## config.mk

```make
export PLATFORM = sky130hd
export DESIGN_NAME = dual_timer_cascade
export DESIGN_NICKNAME = d
export VERILOG_FILES = /design/src/rtl/dtimer_pkg.sv /design/src/rtl/dtimer_tick_sel.sv /design/src/rtl/dtimer_cmp_reg.sv /design/src/rtl/dtimer_chan.sv /design/src/rtl/dual_timer_cascade.sv
export SDC_FILE = /design/constraint.sdc
export NUM_CORES = 1
export LEC_CHECK = 0
export CAP_MARGIN = 10
export CORE_MARGIN = 3
export CORE_UTILIZATION = 53
export CTS_CLUSTER_DIAMETER = 40
export DETAILED_ROUTE_END_ITERATION = 10
export MAX_ROUTING_LAYER = met4
export PLACE_DENSITY = 0.8
export SETUP_SLACK_MARGIN = 0.2
export SLEW_MARGIN = 5
export SYNTH_ARGS = -nofsm -noshare
export SYNTH_HDL_FRONTEND = slang
export SYNTH_SLANG_ARGS = --single-unit
```

## constraint.sdc

```tcl
create_clock -name clk_i -period 4.9 [get_ports clk_i]
set_input_delay 0.49 -clock clk_i [delete_from_list [all_inputs] [get_ports clk_i]]
set_output_delay 0.49 -clock clk_i [all_outputs]
set_load 0.1 [all_outputs]
```

## src/rtl/dtimer_pkg.sv

```systemverilog
package dtimer_pkg;
  localparam int unsigned DT_BYTE_W = 8;
  localparam int unsigned DT_SEL_W  = 4;
  localparam int unsigned DT_NSRC   = 5;

  typedef struct packed {
    logic clr;
    logic inc;
  } dt_ctl_t;
endpackage

```

## src/rtl/dtimer_tick_sel.sv

```systemverilog
module dtimer_tick_sel #(
  parameter int unsigned SEL_W = 4,
  parameter int unsigned NSRC  = 5
) (
  input  logic [NSRC-1:0]  strobes_i,
  input  logic [SEL_W-1:0] sel_i,
  output logic             tick_o
);
  always_comb begin
    tick_o = 1'b0;
    for (int i = 0; i < NSRC; i++) begin
      if (sel_i == SEL_W'(i)) tick_o = strobes_i[i];
    end
  end
endmodule

```

## src/rtl/dtimer_cmp_reg.sv

```systemverilog
module dtimer_cmp_reg #(
  parameter int unsigned W = 8
) (
  input  logic         clk_i,
  input  logic         rst_i,
  input  logic         we_i,
  input  logic [W-1:0] wdata_i,
  output logic [W-1:0] q_o
);
  always_ff @(posedge clk_i) begin
    if (rst_i)     q_o <= '0;
    else if (we_i) q_o <= wdata_i;
  end
endmodule

```

## src/rtl/dtimer_chan.sv

```systemverilog
module dtimer_chan
  import dtimer_pkg::*;
#(
  parameter int unsigned W = 8
) (
  input  logic         clk_i,
  input  logic         rst_i,
  input  dt_ctl_t      ctl_i,
  output logic [W-1:0] cnt_o,
  output logic         wrap_o
);
  localparam logic [W-1:0] TOP = '1;

  assign wrap_o = ctl_i.inc && !ctl_i.clr && (cnt_o == TOP);

  always_ff @(posedge clk_i) begin
    if (rst_i || ctl_i.clr) cnt_o <= '0;
    else if (ctl_i.inc)     cnt_o <= cnt_o + 1'b1;
  end
endmodule

```

## src/rtl/dual_timer_cascade.sv

```systemverilog
module dual_timer_cascade
  import dtimer_pkg::*;
#(
  parameter int unsigned BYTE_W = DT_BYTE_W,
  parameter int unsigned SEL_W  = DT_SEL_W,
  parameter int unsigned NSRC   = DT_NSRC
) (
  input  logic                clk_i,
  input  logic                rst_i,
  input  logic [NSRC-1:0]     strobes_i,
  input  logic [SEL_W-1:0]    clk_sel_i,
  input  logic                enable_i,
  input  logic                cascade_i,
  input  logic                cmp_lo_we_i,
  input  logic                cmp_hi_we_i,
  input  logic [BYTE_W-1:0]   cmp_wdata_i,
  output logic                irq_lo_o,
  output logic                irq_hi_o,
  output logic                tog_lo_o,
  output logic [2*BYTE_W-1:0] count_o
);
  localparam int unsigned CNT_W = 2 * BYTE_W;

  logic              tick, en_q, start, run;
  logic              lo_hit, hi_hit, full_hit, lo_wrap, hi_wrap_unused;
  logic [BYTE_W-1:0] cmp_lo, cmp_hi, cnt_lo, cnt_hi;
  dt_ctl_t           ctl_lo, ctl_hi;

  dtimer_tick_sel #(.SEL_W(SEL_W), .NSRC(NSRC)) u_tick (
    .strobes_i(strobes_i), .sel_i(clk_sel_i), .tick_o(tick)
  );

  dtimer_cmp_reg #(.W(BYTE_W)) u_cmp_lo (
    .clk_i(clk_i), .rst_i(rst_i), .we_i(cmp_lo_we_i),
    .wdata_i(cmp_wdata_i), .q_o(cmp_lo)
  );
  dtimer_cmp_reg #(.W(BYTE_W)) u_cmp_hi (
    .clk_i(clk_i), .rst_i(rst_i), .we_i(cmp_hi_we_i),
    .wdata_i(cmp_wdata_i), .q_o(cmp_hi)
  );

  always_ff @(posedge clk_i) begin
    if (rst_i) en_q <= 1'b0;
    else       en_q <= enable_i;
  end

  assign start    = enable_i && !en_q;
  assign run      = enable_i && en_q && tick;
  assign lo_hit   = (cnt_lo == cmp_lo);
  assign hi_hit   = (cnt_hi == cmp_hi);
  assign full_hit = lo_hit && hi_hit;

  always_comb begin
    ctl_lo.clr = start || (run && (cascade_i ? full_hit : lo_hit));
    ctl_lo.inc = run;
    ctl_hi.clr = start || (run && (cascade_i ? full_hit : hi_hit));
    ctl_hi.inc = cascade_i ? lo_wrap : run;
  end

  dtimer_chan #(.W(BYTE_W)) u_lo (
    .clk_i(clk_i), .rst_i(rst_i), .ctl_i(ctl_lo), .cnt_o(cnt_lo), .wrap_o(lo_wrap)
  );
  dtimer_chan #(.W(BYTE_W)) u_hi (
    .clk_i(clk_i), .rst_i(rst_i), .ctl_i(ctl_hi), .cnt_o(cnt_hi), .wrap_o(hi_wrap_unused)
  );

  always_ff @(posedge clk_i) begin
    if (rst_i) begin
      irq_lo_o <= 1'b0;
      irq_hi_o <= 1'b0;
      tog_lo_o <= 1'b0;
    end else begin
      irq_lo_o <= run && lo_hit;
      irq_hi_o <= run && (cascade_i ? full_hit : hi_hit);
      if (run && lo_hit) tog_lo_o <= !tog_lo_o;
    end
  end

  assign count_o = {cnt_hi, cnt_lo};

  // counting frozen while disabled
  a_r3_hold: assert property (@(posedge clk_i) disable iff (rst_i)
    !enable_i |=> ($stable(count_o) && !irq_lo_o && !irq_hi_o));

  // an out-of-range select gives no tick
  a_r2_bad_sel_stable: assert property (@(posedge clk_i) disable iff (rst_i)
    (clk_sel_i >= SEL_W'(NSRC) && enable_i && en_q) |=> $stable(count_o));

  // restart clears the counters
  a_r7_start_clears: assert property (@(posedge clk_i) disable iff (rst_i)
    (enable_i && !en_q) |=> (count_o == CNT_W'(0)));

  // a 16-bit terminal pulse leaves the counter at zero
  a_r5_clear_on_full: assert property (@(posedge clk_i) disable iff (rst_i)
    (irq_hi_o && $past(cascade_i)) |-> (count_o == CNT_W'(0)));

  // the toggle output flips exactly with the low pulse
  a_r6_tog_flips: assert property (@(posedge clk_i) disable iff (rst_i)
    irq_lo_o |-> (tog_lo_o != $past(tog_lo_o)));
  a_r6_tog_steady: assert property (@(posedge clk_i) disable iff (rst_i)
    !irq_lo_o |-> $stable(tog_lo_o));
endmodule

```

==> impl_metrics.yaml <==
outcome:
  outcome: "completed"
clock_network:
  clk_latency_ns: 0.34
  ctsHtreeMaxLevel: 2
  clockBufferDepth: 2
  cts_tree: "built"
  cts_sinks: 36
  post_cts.repair.setup_buffers: 0
  root_buffer: "clkbuf_4"
  hold_buffers: 0
  cts.clk_slew.worst_paths_ns: 0.10
  cts_buffers: 5
  post_cts_resized: 0
critical_path:
  crit_slowest_cell: "clkdlybuf4s50_1"
  path_buf_inv: 1
  crit_required_ns: 4.41
  cp-end-kind: "primary output"
  max_stage_delay_ns: 1.19
  worst_setup_path_start_kind: "flip-flop"
  crit_family: "buffers and inverters"
  critPathArrivalTime_ns: 2.02
  critPathKind: "flip-flop to primary output"
  path_cells: "clkdlybuf4s50_1"
  path_max_fanout: 6
global_routing:
  grt_max_degree: 23
  grt_pass1_vias: 1548
  grt_pass1_wl_um: 6760
  globalRouteOverflowTotal: 0
  antenna_found_initial: 0
  grt_util_met2: 0.395
  grt_usage: 0.218
  use_met1: 0.232
  busiest_layer: "met2"
  grt_use_met3: 0.0446
yosys:
  netlist_instances: 179
  yosys.area.top_type: "dfxtp_1"
  ys_types: 35
  syn_nets: 204
  syn_area_per_cell_um2: 9.81
  synth_most_common_cell: "dfxtp_1"
  syn_area_um2: 1760
  yosys_warnings: 0
  synthArstFlopShare: 0
  synthTopCellsByArea: "dfxtp_1, mux2i_1, xnor2_1"
  synth_edf_count: 0
  yosysSeqAreaShare: 0.410
  yosysTopAreaCellShare: 0.410
  synthFlopType: "dfxtp_1"
  synth_common_cells: "dfxtp_1, nor2_1, mux2i_1"
  ys_ff_latch: 36
timing:
  rsz0062_at_grt: "no"
  clock.fmax_ghz: 0.399
  hold_viol: 0
  fin_ws_ns: 2.39
  clock_skew_ns: 0.00654
  holdWs_ns: 0.510
  relSlewSlack: 0.349
  drv_slew: 0
  tns_ns: 0
  setup_viol: 0
  period_share: 0.512
  period_needed_ns: 2.51
  worstMarginPinSlew_ns: 0.973
final_layout:
  areaGrowthSynthToFinish_pct: 28.3
  antenna_cells: 0
  drive_gt1_frac: 0.0814
  finalNonFillerCells: 265
  multi_input_area_um2: 995
  num-nets-final: 246
  nFillCells: 256
  regArea_um2: 721
die:
  rows: 20
  dieArea_um2: 4040
  io_pins: 42
  start_util: 0.566
  core-area_um2: 3100
  die_w_um: 63.6
  die_height_um: 63.6
placement:
  place_congestion: 0.813
  pre_cts_slack_ns: 2.26
  hpwl_um: 3150
  io_buffers: 41
  place_inst: 258
route:
  dr.pass1.iters: 5
  drt_iter0_markers: 77
  via_count: 1426
  wl_per_cell_um: 15.3
  drc: 0
  postRouteWirelength_um: 4040
  viasPerCell: 5.38
  antenna_left: 0
flow_run:
  maxCapViolations: 0
pwr:
  vdd_ir_drop_max_mv: 0.185
  power.leakage_nw: 0.882
  power_mw: 0.554
  cellPowerDensity_nw_per_um2: 246
min_path:
  hold_class: "flip-flop to flip-flop"
## kinds of logic (layout without fill, tap and decap cells)
kind of cell / Yosys count / count (layout) / share of synthesized area
AND/OR/NAND/NOR: 74 / 74 / 0.207
flip-flops: 36 / 36 / 0.410
XOR/XNOR: 27 / 27 / 0.135
multiplexers: 22 / 22 / 0.135
AO/OA/AOI/OAI: 10 / 10 / 0.0748
buffers and inverters: 8 / 50 / 0.0235
adder cells (fa/ha/maj): 2 / 2 / 0.0142
## power by group
part	switching (mW)	total, mW	internal (mW)	leakage [nW]
registers	0.00616	0.307	0.301	0.293
clock network	0.0921	0.173	0.0813	0.0374
logic	0.0352	0.0732	0.0380	0.551
## placed cells by master, fill, tap and decap left out, drive strengths merged, types with 3 or more instances in the layout
master and count:
nor2 31, mux2i 20, clkdlybuf4s50 41, dfxtp 36, xnor2 15, nand4 5, xor2 12, nand2b 3
nor3 3, clkbuf 7, nor4 3, nand3 6, nand2 14
## registers in the layout, summed over array words and instances (netlist names)
register and count:
u_cmp_lo.q_o 8, en_q 1, tog_lo_o 1, u_hi.cnt_o 8, u_cmp_hi.q_o 8, u_lo.cnt_o 8, irq_lo_o 1, irq_hi_o 1
## path summary, 6_finish.rpt
| check | startpoint | cells after the start | slack, ns | endpoint |
|---|---|---|---|---|
| worst max-delay path | u_lo.cnt_o[3] | 1 | 2.39 | count_o[3] |
| worst min-delay path | u_hi.cnt_o[7] | 2 | 0.51 | u_hi.cnt_o[7] |
| worst max register to register | u_lo.cnt_o[2] | 6 | 2.65 | u_hi.cnt_o[6] |
| worst min register to register | u_hi.cnt_o[7] | 2 | 0.51 | u_hi.cnt_o[7] |
## routing by layer
metal  part of all wire  up-vias
met5                  0        -
met4              0.016        0
met3              0.043        8
met2               0.53       47
met1               0.41      670
li1                   -      701
## area by class of cell
class	instances	area share
Sequential cell	36	0.320
Inverter	2	0.00333
Timing Repair Buffer	41	0.182
Multi-Input combinational cell	135	0.441
Tap cell	44	0.0244
Clock buffer	7	0.0289
## per-stage QoR
step	util	area [µm²]
6_report	0.726	2250
5_1_grt	0.726	2250
4_1_cts	0.726	2250
3_5_place_dp	0.705	2190
3_3_place_gp	0.705	2190
2_1_floorplan	-	1760
Power figures use the tool's default switching activity.
